==> src/rtl/smb_pkg.sv <==
package smb_pkg;
  typedef enum logic [2:0] {
    ST_IDLE,
    ST_ADDR,
    ST_CMD,
    ST_CNT,
    ST_DATA,
    ST_TX,
    ST_SKIP
  } smb_state_e;
endpackage

==> src/rtl/smb_line_sense.sv <==
module smb_line_sense #(
  parameter int SYNC = 2
) (
  input  logic clk_i,
  input  logic rst_ni,
  input  logic scl_i,
  input  logic sda_i,
  output logic scl_o,
  output logic sda_o,
  output logic scl_rise_o,
  output logic scl_fall_o,
  output logic start_o,
  output logic stop_o
);
  logic [SYNC-1:0] scl_pipe, sda_pipe;
  logic scl_d, sda_d;

  always_ff @(posedge clk_i or negedge rst_ni) begin
    if (!rst_ni) begin
      scl_pipe <= '1;
      sda_pipe <= '1;
      scl_d    <= 1'b1;
      sda_d    <= 1'b1;
    end else begin
      scl_pipe <= {scl_pipe[SYNC-2:0], scl_i};
      sda_pipe <= {sda_pipe[SYNC-2:0], sda_i};
      scl_d    <= scl_pipe[SYNC-1];
      sda_d    <= sda_pipe[SYNC-1];
    end
  end

  assign scl_o      = scl_pipe[SYNC-1];
  assign sda_o      = sda_pipe[SYNC-1];
  assign scl_rise_o = scl_o & ~scl_d;
  assign scl_fall_o = ~scl_o & scl_d;
  // SDA edges while SCL is steady high are bus conditions
  assign start_o    = scl_o & scl_d & sda_d & ~sda_o;
  assign stop_o     = scl_o & scl_d & ~sda_d & sda_o;
endmodule

==> src/rtl/smb_scl_timeout.sv <==
module smb_scl_timeout #(
  parameter int LIMIT = 3_000_000
) (
  input  logic clk_i,
  input  logic rst_ni,
  input  logic arm_i,
  input  logic scl_low_i,
  output logic expired_o
);
  localparam int CW = $clog2(LIMIT + 1);
  logic [CW-1:0] cnt_q;

  always_ff @(posedge clk_i or negedge rst_ni) begin
    if (!rst_ni) cnt_q <= '0;
    else if (!arm_i || !scl_low_i) cnt_q <= '0;
    else if (cnt_q != CW'(LIMIT)) cnt_q <= cnt_q + 1'b1;
  end

  assign expired_o = (cnt_q == CW'(LIMIT));

  assert_expire_on_low_R7: assert property (@(posedge clk_i) disable iff (!rst_ni)
    expired_o |-> $past(scl_low_i && arm_i));
endmodule

==> src/rtl/smb_stage_commit.sv <==
module smb_stage_commit #(
  parameter int DEPTH = 32,
  parameter int AW    = 8
) (
  input  logic          clk_i,
  input  logic          rst_ni,
  input  logic          clear_i,
  input  logic          push_i,
  input  logic [7:0]    push_data_i,
  input  logic          commit_i,
  input  logic [AW-1:0] base_i,
  output logic          wr_en_o,
  output logic [AW-1:0] wr_addr_o,
  output logic [7:0]    wr_data_o
);
  localparam int IW = $clog2(DEPTH);
  localparam int CW = $clog2(DEPTH + 1);

  logic [7:0]    buf_q [DEPTH];
  logic [CW-1:0] fill_q, len_q;
  logic [IW-1:0] idx_q;
  logic          busy_q;
  logic [AW-1:0] base_q;

  always_ff @(posedge clk_i) begin
    if (push_i && fill_q < CW'(DEPTH)) buf_q[fill_q[IW-1:0]] <= push_data_i;
  end

  always_ff @(posedge clk_i or negedge rst_ni) begin
    if (!rst_ni) begin
      fill_q <= '0;
      len_q  <= '0;
      idx_q  <= '0;
      busy_q <= 1'b0;
      base_q <= '0;
    end else begin
      if (clear_i) fill_q <= '0;
      else if (push_i && fill_q < CW'(DEPTH)) fill_q <= fill_q + 1'b1;
      if (commit_i) begin
        busy_q <= 1'b1;
        len_q  <= fill_q;
        idx_q  <= '0;
        base_q <= base_i;
      end else if (busy_q) begin
        if (CW'(idx_q) == len_q - 1'b1) busy_q <= 1'b0;
        else idx_q <= idx_q + 1'b1;
      end
    end
  end

  // drain one staged byte per clock
  assign wr_en_o   = busy_q;
  assign wr_addr_o = base_q + AW'(idx_q);
  assign wr_data_o = buf_q[idx_q];

  assert_commit_len_R4: assert property (@(posedge clk_i) disable iff (!rst_ni)
    commit_i |-> (fill_q != '0) && (fill_q <= CW'(DEPTH)));
endmodule

==> src/rtl/smb_regfile.sv <==
module smb_regfile #(
  parameter int AW = 8
) (
  input  logic          clk_i,
  input  logic          rst_ni,
  input  logic          we_i,
  input  logic [AW-1:0] waddr_i,
  input  logic [7:0]    wdata_i,
  input  logic [AW-1:0] raddr_i,
  output logic [7:0]    rdata_o
);
  localparam int DEPTH = 1 << AW;
  logic [7:0] mem_q [DEPTH];

  always_ff @(posedge clk_i or negedge rst_ni) begin
    if (!rst_ni) begin
      for (int i = 0; i < DEPTH; i++) mem_q[i] <= 8'h00;
    end else if (we_i) begin
      mem_q[waddr_i] <= wdata_i;
    end
  end

  assign rdata_o = mem_q[raddr_i];
endmodule

==> src/rtl/smb_block_slave.sv <==
module smb_block_slave import smb_pkg::*; #(
  parameter logic [6:0] SLV_ADDR    = 7'h2C,
  parameter int         MAX_CNT     = 32,
  parameter int         RD_LEN      = 32,
  parameter int         TIMEOUT_CYC = 3_000_000,
  parameter int         SYNC_STAGES = 2
) (
  input  logic clk_i,
  input  logic rst_ni,
  input  logic scl_i,
  input  logic sda_i,
  output logic sda_oe_o
);
  localparam int PW = 8;

  logic scl_s, sda_s, scl_rise, scl_fall, start_evt, stop_evt, tmo;
  smb_state_e state_q;
  logic [3:0]    bit_q;
  logic [7:0]    sh_q, tx_q, cnt_q, got_q, sent_q;
  logic [PW-1:0] ptr_q;
  logic          ack_q, ack_d, have_cmd_q, oe_q;
  logic [7:0]    rx_byte, rd_data;
  logic          byte_end, rx_state, push, commit;
  logic          wr_en;
  logic [PW-1:0] wr_addr;
  logic [7:0]    wr_data;

  smb_line_sense #(.SYNC(SYNC_STAGES)) u_sense (
    .clk_i(clk_i), .rst_ni(rst_ni), .scl_i(scl_i), .sda_i(sda_i),
    .scl_o(scl_s), .sda_o(sda_s), .scl_rise_o(scl_rise), .scl_fall_o(scl_fall),
    .start_o(start_evt), .stop_o(stop_evt)
  );

  smb_scl_timeout #(.LIMIT(TIMEOUT_CYC)) u_tmo (
    .clk_i(clk_i), .rst_ni(rst_ni), .arm_i(state_q != ST_IDLE),
    .scl_low_i(~scl_s), .expired_o(tmo)
  );

  assign rx_byte  = {sh_q[6:0], sda_s};
  assign byte_end = scl_rise && (bit_q == 4'd8);
  assign rx_state = (state_q == ST_ADDR) || (state_q == ST_CMD) ||
                    (state_q == ST_CNT)  || (state_q == ST_DATA);
  assign push     = byte_end && (state_q == ST_DATA) && ack_q;
  assign commit   = stop_evt && (state_q == ST_DATA) && (got_q == cnt_q);

  smb_stage_commit #(.DEPTH(MAX_CNT), .AW(PW)) u_stage (
    .clk_i(clk_i), .rst_ni(rst_ni), .clear_i(start_evt | tmo),
    .push_i(push), .push_data_i(sh_q), .commit_i(commit), .base_i(ptr_q),
    .wr_en_o(wr_en), .wr_addr_o(wr_addr), .wr_data_o(wr_data)
  );

  smb_regfile #(.AW(PW)) u_regs (
    .clk_i(clk_i), .rst_ni(rst_ni), .we_i(wr_en), .waddr_i(wr_addr),
    .wdata_i(wr_data), .raddr_i(ptr_q), .rdata_o(rd_data)
  );

  // ack verdict, latched on the eighth data clock
  always_comb begin
    case (state_q)
      ST_ADDR: ack_d = (rx_byte[7:1] == SLV_ADDR) && (!rx_byte[0] || have_cmd_q);
      ST_CMD:  ack_d = 1'b1;
      ST_CNT:  ack_d = (rx_byte != 8'd0) && (rx_byte <= 8'(MAX_CNT));
      ST_DATA: ack_d = got_q < cnt_q;
      default: ack_d = 1'b0;
    endcase
  end

  always_ff @(posedge clk_i or negedge rst_ni) begin
    if (!rst_ni) begin
      state_q    <= ST_IDLE;
      bit_q      <= '0;
      sh_q       <= '0;
      tx_q       <= '0;
      cnt_q      <= '0;
      got_q      <= '0;
      sent_q     <= '0;
      ptr_q      <= '0;
      ack_q      <= 1'b0;
      have_cmd_q <= 1'b0;
      oe_q       <= 1'b0;
    end else if (tmo) begin
      state_q    <= ST_IDLE;
      oe_q       <= 1'b0;
      have_cmd_q <= 1'b0;
    end else if (start_evt) begin
      state_q <= ST_ADDR;
      bit_q   <= '0;
      oe_q    <= 1'b0;
    end else if (stop_evt) begin
      state_q    <= ST_IDLE;
      oe_q       <= 1'b0;
      have_cmd_q <= 1'b0;
    end else if (scl_rise && state_q != ST_IDLE && state_q != ST_SKIP) begin
      if (bit_q != 4'd8) begin
        sh_q  <= rx_byte;
        bit_q <= bit_q + 1'b1;
        if (bit_q == 4'd7) ack_q <= ack_d;
      end else begin
        bit_q <= '0;
        case (state_q)
          ST_ADDR: begin
            if (!ack_q) state_q <= ST_SKIP;
            else if (sh_q[0]) begin
              state_q <= ST_TX;
              tx_q    <= 8'(RD_LEN);
              sent_q  <= '0;
            end else state_q <= ST_CMD;
          end
          ST_CMD: begin
            ptr_q      <= sh_q;
            have_cmd_q <= 1'b1;
            state_q    <= ST_CNT;
          end
          ST_CNT: begin
            if (ack_q) begin
              cnt_q   <= sh_q;
              got_q   <= '0;
              state_q <= ST_DATA;
            end else state_q <= ST_SKIP;
          end
          ST_DATA: begin
            if (ack_q) got_q <= got_q + 1'b1;
            else state_q <= ST_SKIP;
          end
          ST_TX: begin
            if (sda_s) state_q <= ST_SKIP;
            else if (sent_q < 8'(RD_LEN)) begin
              tx_q   <= rd_data;
              ptr_q  <= ptr_q + 1'b1;
              sent_q <= sent_q + 1'b1;
            end else tx_q <= 8'hFF;
          end
          default: ;
        endcase
      end
    end else if (scl_fall) begin
      if (state_q == ST_TX && bit_q != 4'd8) begin
        oe_q <= ~tx_q[7];
        tx_q <= {tx_q[6:0], 1'b1};
      end else if (rx_state && bit_q == 4'd8) begin
        oe_q <= ack_q;
      end else begin
        oe_q <= 1'b0;
      end
    end
  end

  assign sda_oe_o = oe_q;

  assert_drive_low_only_R10: assert property (@(posedge clk_i) disable iff (!rst_ni)
    (oe_q != $past(oe_q)) |-> !scl_s);
  assert_addr_gate_R1: assert property (@(posedge clk_i) disable iff (!rst_ni)
    $rose(state_q == ST_CMD) |-> ($past(sh_q) == {SLV_ADDR, 1'b0}));
  assert_count_range_R4: assert property (@(posedge clk_i) disable iff (!rst_ni)
    $rose(state_q == ST_DATA) |-> (cnt_q != 8'd0) && (cnt_q <= 8'(MAX_CNT)));
  assert_stop_idle_R8: assert property (@(posedge clk_i) disable iff (!rst_ni)
    (stop_evt && !tmo) |=> (state_q == ST_IDLE) && !sda_oe_o);
endmodule

==> config.mk <==
export PLATFORM = sky130hd
export DESIGN_NAME = smb_block_slave
export DESIGN_NICKNAME = d
export VERILOG_FILES = /design/src/rtl/smb_pkg.sv /design/src/rtl/smb_line_sense.sv /design/src/rtl/smb_scl_timeout.sv /design/src/rtl/smb_stage_commit.sv /design/src/rtl/smb_regfile.sv /design/src/rtl/smb_block_slave.sv
export SDC_FILE = /design/constraint.sdc
export NUM_CORES = 2
export LEC_CHECK = 0
export BUFFER_PORTS_ARGS = -buffer_cell sky130_fd_sc_hd__buf_2
export CORE_MARGIN = 5
export CORE_UTILIZATION = 50
export DETAILED_ROUTE_END_ITERATION = 12
export PLACE_DENSITY = 0.68
export SLEW_MARGIN = 10
export SYNTH_ARGS = -nofsm -noshare
export SYNTH_HDL_FRONTEND = slang
export SYNTH_SLANG_ARGS = --single-unit
==> constraint.sdc <==
create_clock -name clk_i -period 5.9 [get_ports clk_i]
set_clock_uncertainty 0.2 [all_clocks]
set_input_delay 0.59 -clock clk_i [delete_from_list [all_inputs] [get_ports clk_i]]
set_output_delay 0.59 -clock clk_i [all_outputs]
set_load 0.02 [all_outputs]
# After elaboration in Yosys (flattened, before gate mapping)
# Memories as Yosys holds them, arrays and structs flattened.
# Cells that the tools add are included.
# Widths: inputs -> output; s select.
[totals]
elab_cells = 461
output_inout_bits = 1
regBits = 2160
memories = 1
mem_bits_rw = 256
[mem_list]
columns = ["name", "depth", "word_bits", "read_ports", "rd_ports_with_merged_regs", "wr", "line", "source"]
rows = [
  ["u_stage.buf_q", 32, 8, 1, 0, 1, "smb_stage_commit.sv:19", "logic [7:0] buf_q [DEPTH];"],
]
[op_classes]
bitwise = 19
mux = 67
magnitude_cmp = 7
reduce_logical = 48
n_addsub = 9
eq_ne = 33
[op_table]
columns = ["operator", "count"]
rows = [
  ["$bwmux 2048", 1],
  ["$mux 8", 19],
  ["$bmux 8 s8", 1],
  ["$demux 8 s8", 1],
  ["$pmux 8 s2", 4],
  ["$mux 22", 2],
  ["$mux 3", 9],
  ["$add 8x1->8 const B", 3],
  ["$add 22x1->22 const B", 1],
  ["$eq 22x22->1 const B", 1],
  ["$ne 22x22->1 const B", 1],
  ["$reduce_and 10->1", 2],
  ["$ge 9x9->1 const B", 2],
  ["$mux 1", 18],
  ["$ne 2x2->1 const B", 9],
  ["$not 8->9", 2],
  ["$reduce_bool 2->1", 9],
  ["$mux 4", 4],
  ["$reduce_and 8->1", 2],
  ["$reduce_bool 8->1", 2],
  ["$mux 5", 3],
  ["$ne 3x3->1 const B", 5],
  ["$pmux 3 s5", 1],
  ["$logic_and 1x1->1", 13],
  ["other kinds (39)", 68],
]

# Logic depth before layout (Yosys ltp)
[depth]
word_depth = 12
depth_mapped = 13
ltp_nobuf = 9

# Modules after synthesis
# From an unflattened synthesis, not the netlist that was laid out.
[unflattened]
hier_cells = 7169
hier_area_um2 = 109915.4
[by_module_without_submodules]
columns = ["mod", "area_per_inst_um2", "seq_area_each_um2", "cells_per_inst", "n_inst"]
rows = [
  ["smb_regfile", 93414.6, 51249.2, 6068, 1],
  ["smb_stage_commit", 11668.7, 8338.0, 589, 1],
  ["smb_block_slave", 3413.3, 1451.4, 367, 1],
  ["smb_scl_timeout", 1228.7, 550.5, 135, 1],
  ["smb_line_sense", 190.2, 157.7, 10, 1],
]

# Worst setup path before layout
# No wires, ideal clock.
[synth_path]
path_kind = "reg-to-reg"
startpoint = "register u_stage.idx_q[0]"
endpoint = "register u_regs.mem_q[1536] (netlist name)"
path_slack_ns = 2.338
stages_incl_launch_ff = 13
n_path_buf = 3
arrival_time_ns = 3.238
path_cell_list = "dfrtp_1 > ha_1 > fa_1 > a21oi_1 > o21bai_2 > a21oi_1 > or3_1 > clkbuf_1 > nand2_1 > buf_2 > buf_4 > nor4_4 > mux2_2"
[synth_via]
elab_chain_cells = 7
word_cells_on_any_way = 9
classes_between = "add/sub (1); order compare (2); mux (3); bitwise (1); reduce/logical (1); memory (1)"
[synth_lines]
columns = ["item", "line", "source"]
rows = [
  ["from (decl)", "smb_stage_commit.sv:21", "logic [IW-1:0] idx_q;"],
  ["from (signal assigned)", "smb_stage_commit.sv:46", "else idx_q <= idx_q + 1'b1;"],
  ["$add 8x5->8", "smb_stage_commit.sv:53", "assign wr_addr_o = base_q + AW'(idx_q);"],
  ["$not 8->9 (implied by the code)", "smb_regfile.sv:19", "mem_q[waddr_i] <= wdata_i;"],
  ["$ge 9x9->1 (implied by the code) / $lt 9x1->1 (equally long branches)", "smb_regfile.sv:19", ""],
  ["$logic_and 1x1->1 (implied by the code)", "smb_regfile.sv:19", ""],
  ["$mux 8 (implied by the code)", "smb_regfile.sv:19", ""],
  ["$demux 8 s8", "smb_regfile.sv:19", ""],
  ["$bwmux 2048 *", "smb_regfile.sv:19", ""],
  ["to (signal, indexed assignment)", "smb_regfile.sv:19", ""],
  ["to (decl)", "smb_regfile.sv:13", "logic [7:0] mem_q [DEPTH];"],
]
# Every way passes the cells marked *; elsewhere a longest branch is shown, timed or not.
# A chain may end at the register's enable or synchronous reset.

# Final worst setup path
[layout_path]
startpoint = "register u_stage.idx_q[2]"
endpoint = "register u_regs.mem_q[426] (netlist name)"
# Same word-level chain as after synthesis.

==> results by group <==
GRT
  • Total GRT Usage: 27.2%
  • Largest net degree at the start of global routing: 172
  • Total congestion overflow: 0
  • Initial antenna violation count: 16
  • First-pass GRT wire length: 468,000 µm
  • Vias in the first global route: 67,743

Place
  • Post-DP Area: 115,000 µm²
  • IO buf count: 4
  • Gpl congestion: 0.977
  • Final HPWL DP: 203,000 µm
  • DP Worst Slack: 1.06 ns

Layout
  • Final core utilization: 56.2%
  • Cell area after layout: 124,000 µm²
  • Layout cell share with drive strength beyond 1: 47.6%
  • NumNets Final: 7,151
  • Synth-to-layout area growth: 11.7%

Floorplanning
  • Die X: 480 µm
  • Site Rows: 172
  • Die H: 480 µm
  • DIE AREA: 231,000 µm²
  • I/O pin total: 5
  • Initial core utilization: 50.3%
  • Core area: 220,000 µm²

Critical path
  • Critical path fanouts, max: 23
  • Slowest cell on crit path: nor3_2
  • Delay-heaviest family, CP: simple AND/OR/NAND/NOR gates
  • Critical Path Sink Type: register
  • WP data required: 6.52 ns
  • CP arrival: 5.55 ns
  • Critical Path Start Type: register
  • Worst Setup Path Type: register to register
  • CP Cell Sequence: ha_1 -> a21oi_1 -> o21bai_2 -> a21oi_1 -> nor3_1 -> o32ai_4 -> buf_4 -> nor3_2 -> mux2_2
  • Crit path buffers/inverters: 1
  • CP most frequent cell: a21oi_1
  • Slowest stage delay, CP: 0.99 ns

Clock tree
  • Postcts setup bufs: 0
  • TritonCTS Sinks: 2,416
  • H-tree levels: 5
  • CTS clk-pin slew, worst paths: 0.06 ns
  • CTS max path bufs: 4
  • Post-CTS sizing: 0
  • TritonCTS buffer count: 275
  • Clock latency on the worst-skew pair: 0.95 ns
  • CTS tree: done
  • Root buffer cell: clkbuf_16
  • Hold bufs inserted after CTS: 3

Drt
  • # DRC: 0
  • Antenna Violating Nets Remaining: 0
  • Routed len/inst: 30.5 µm
  • Drt pass-1 iters: 7
  • Vias/cell: 6.41
  • Final WL: 314,000 µm
  • DRT iter0 DRCs: 6,242
  • DR vias: 65,943

Synthesis
  • Post-synthesis net count: 7,128
  • Top-area cell type share of the netlist area: 48.7%
  • EDFF count, synth: 256
  • Sequential share of the synthesized area: 55.8%
  • Avg Inst Size Synth: 15.6 µm²
  • Ys Warns: 0
  • Mapped Cells: 7,097
  • Synth area leaders: dfrtp_1 (49%), mux2_2 (21%), mux4_2 (11%)
  • Yosys top cell by area: dfrtp_1
  • Mapped cell area: 111,000 µm²
  • Unique masters post-synth: 86
  • Primary FF master, synth: dfrtp_1
  • FF+latch count, synth: 2,416
  • Async set-reset flop share out of synthesis: 89.4%

Timing
  • Minimum clock period: 4.93 ns
  • Fin. max-slew vios: 0
  • Hold Fails Final Rpt: 8
  • Hold slack: -0.00669 ns
  • Final setup fails: 0
  • RSZ-0062 raised after global routing: no
  • Setup TNS: 0 ns
  • Tcrit/Tclk final: 83.6%
  • Final WS setup: 0.967 ns
  • Worst-Margin Slew: 1.32 ns
  • Slew HR: 12.1%
  • Top achievable clock speed: 203 MHz

Hold path
  • Min-Delay Path Class: primary input to asynchronous set/reset pin

Power and ir drop
  • Power Dens Cells: 280 nW/µm²
  • VDD IR max: 0.296 mV
  • Leak: 0.0555 µW

Outcome
  • Status: finished, violations left
  • Failing checks: hold timing

Flow run
  • Max-cap viol count: 0
==> state kept, by name (all words and copies together) (netlist names), 3 cells and up <==
register        count
u_regs.mem_q     2048
u_stage.buf_q     256
u_tmo.cnt_q        22
cnt_q               8
got_q               8
ptr_q               8
sent_q              8
sh_q                8
tx_q                8
u_stage.base_q      8
u_stage.fill_q      6
u_stage.len_q       6
u_stage.idx_q       5
bit_q               4
state_q             3
==> cells in the final DEF (no fill, tap or decap), types with 37 or more instances in the layout <==
cell type  synthesis  layout
dfrtp_1         2154    2147
mux2_2          2085    2077
mux4_2           546     546
clkbuf_16          0     284
edfxtp_1         256     256
buf_4             47     231
mux2i_1          218     218
nor2_1           154     146
nand3_1          148     146
nand2_1          117     116
nor3_2            82      83
o21ai_0           75      75
a21oi_1           70      70
clkbuf_1         366      65
nand4_1           60      60
clkbuf_8           0      53
a22oi_1           51      51
clkinv_2           0      44
buf_12             0      39
inv_1             37      37
==> report_power, final <==
group,internal [µW],switching [µW]
sequential,17100,39.5
clock,9720,6710
combinational,182,831
==> final cells by class <==
type / instances / area, µm²
Antenna cell: 11 / 27.5
Multi-Input combinational cell: 4113 / 46800
Timing Repair Buffer: 276 / 2560
Tap cell: 2958 / 3700
Clock inverter: 68 / 524
Clock buffer: 402 / 8080
Inverter: 38 / 143
Fill cell: 17295 / 96300
Sequential cell: 2416 / 61800
==> final timing paths <==
path	startpoint	to	slack, ns	depth (start not counted)
setup / recovery	u_stage.idx_q[2]$_DFFE_PN0P_	u_regs.mem_q[426]$_DFFE_PN0P_	0.97	9
hold / removal	rst_ni	u_regs.mem_q[987]$_DFFE_PN0P_	-0.007	2
setup reg to reg	u_stage.idx_q[2]$_DFFE_PN0P_	u_regs.mem_q[426]$_DFFE_PN0P_	0.97	9
hold reg to reg	u_sense.sda_pipe[0]$_DFF_PN1_	u_sense.sda_pipe[1]$_DFF_PN1_	0.15	0
max in group asynchronous	rst_ni	ptr_q[0]$_DFFE_PN0P_	3.83	4
min in group clk_i	scl_i	u_sense.scl_pipe[0]$_DFF_PN1_	0.12	2
==> synth_stat cells (14+ instances only) <==
cell type,n
nand2b_1,14
nor2b_1,20
mux2i_1,218
xnor2_1,16
o21ai_0,75
clkbuf_1,366
mux2_2,2085
o22ai_1,28
xor2_1,30
nor4_4,30
a211oi_1,30
nand4_1,60
edfxtp_1,256
o221ai_1,26
dfrtp_1,2154
ha_1,26
a21oi_1,70
nand3_1,148
buf_1,32
a221oi_1,25
a22o_1,17
nor3_1,32
nor3_2,82
nor2_1,154
mux4_2,546
buf_2,85
buf_4,47
inv_1,37
a22oi_1,51
nand2_1,117
==> per-layer routing <==
layer | vias to the layer above | share of wire [%] | global-route usage [%]
met5 | - | 0.0086 | 0
met2 | 2563 | 45 | 40.5
met4 | 4 | 4.5 | 11.3
met1 | 35775 | 42 | 38.7
met3 | 620 | 8.0 | 6.52
li1 | 26981 | - | -
==> stage by stage <==
step           std cells  power (µW)
4_1_cts            10271       34800
3_5_place_dp        9798       18500
6_report           10282       34600
2_1_floorplan       7097       17800
3_3_place_gp        9798       18400
5_1_grt            10272       35600
==> cells by family after synthesis <==
kind of cell | Yosys count | share of synthesized area, %
compound gates | 432 | 2.73
xor+xnor | 46 | 0.364
fa+ha+maj | 27 | 0.312
buf+inv | 568 | 2.18
flops | 2416 | 55.8
mux | 2851 | 34.3
simple gates | 757 | 4.29
Note: power is estimated with default switching activity, not from simulation.
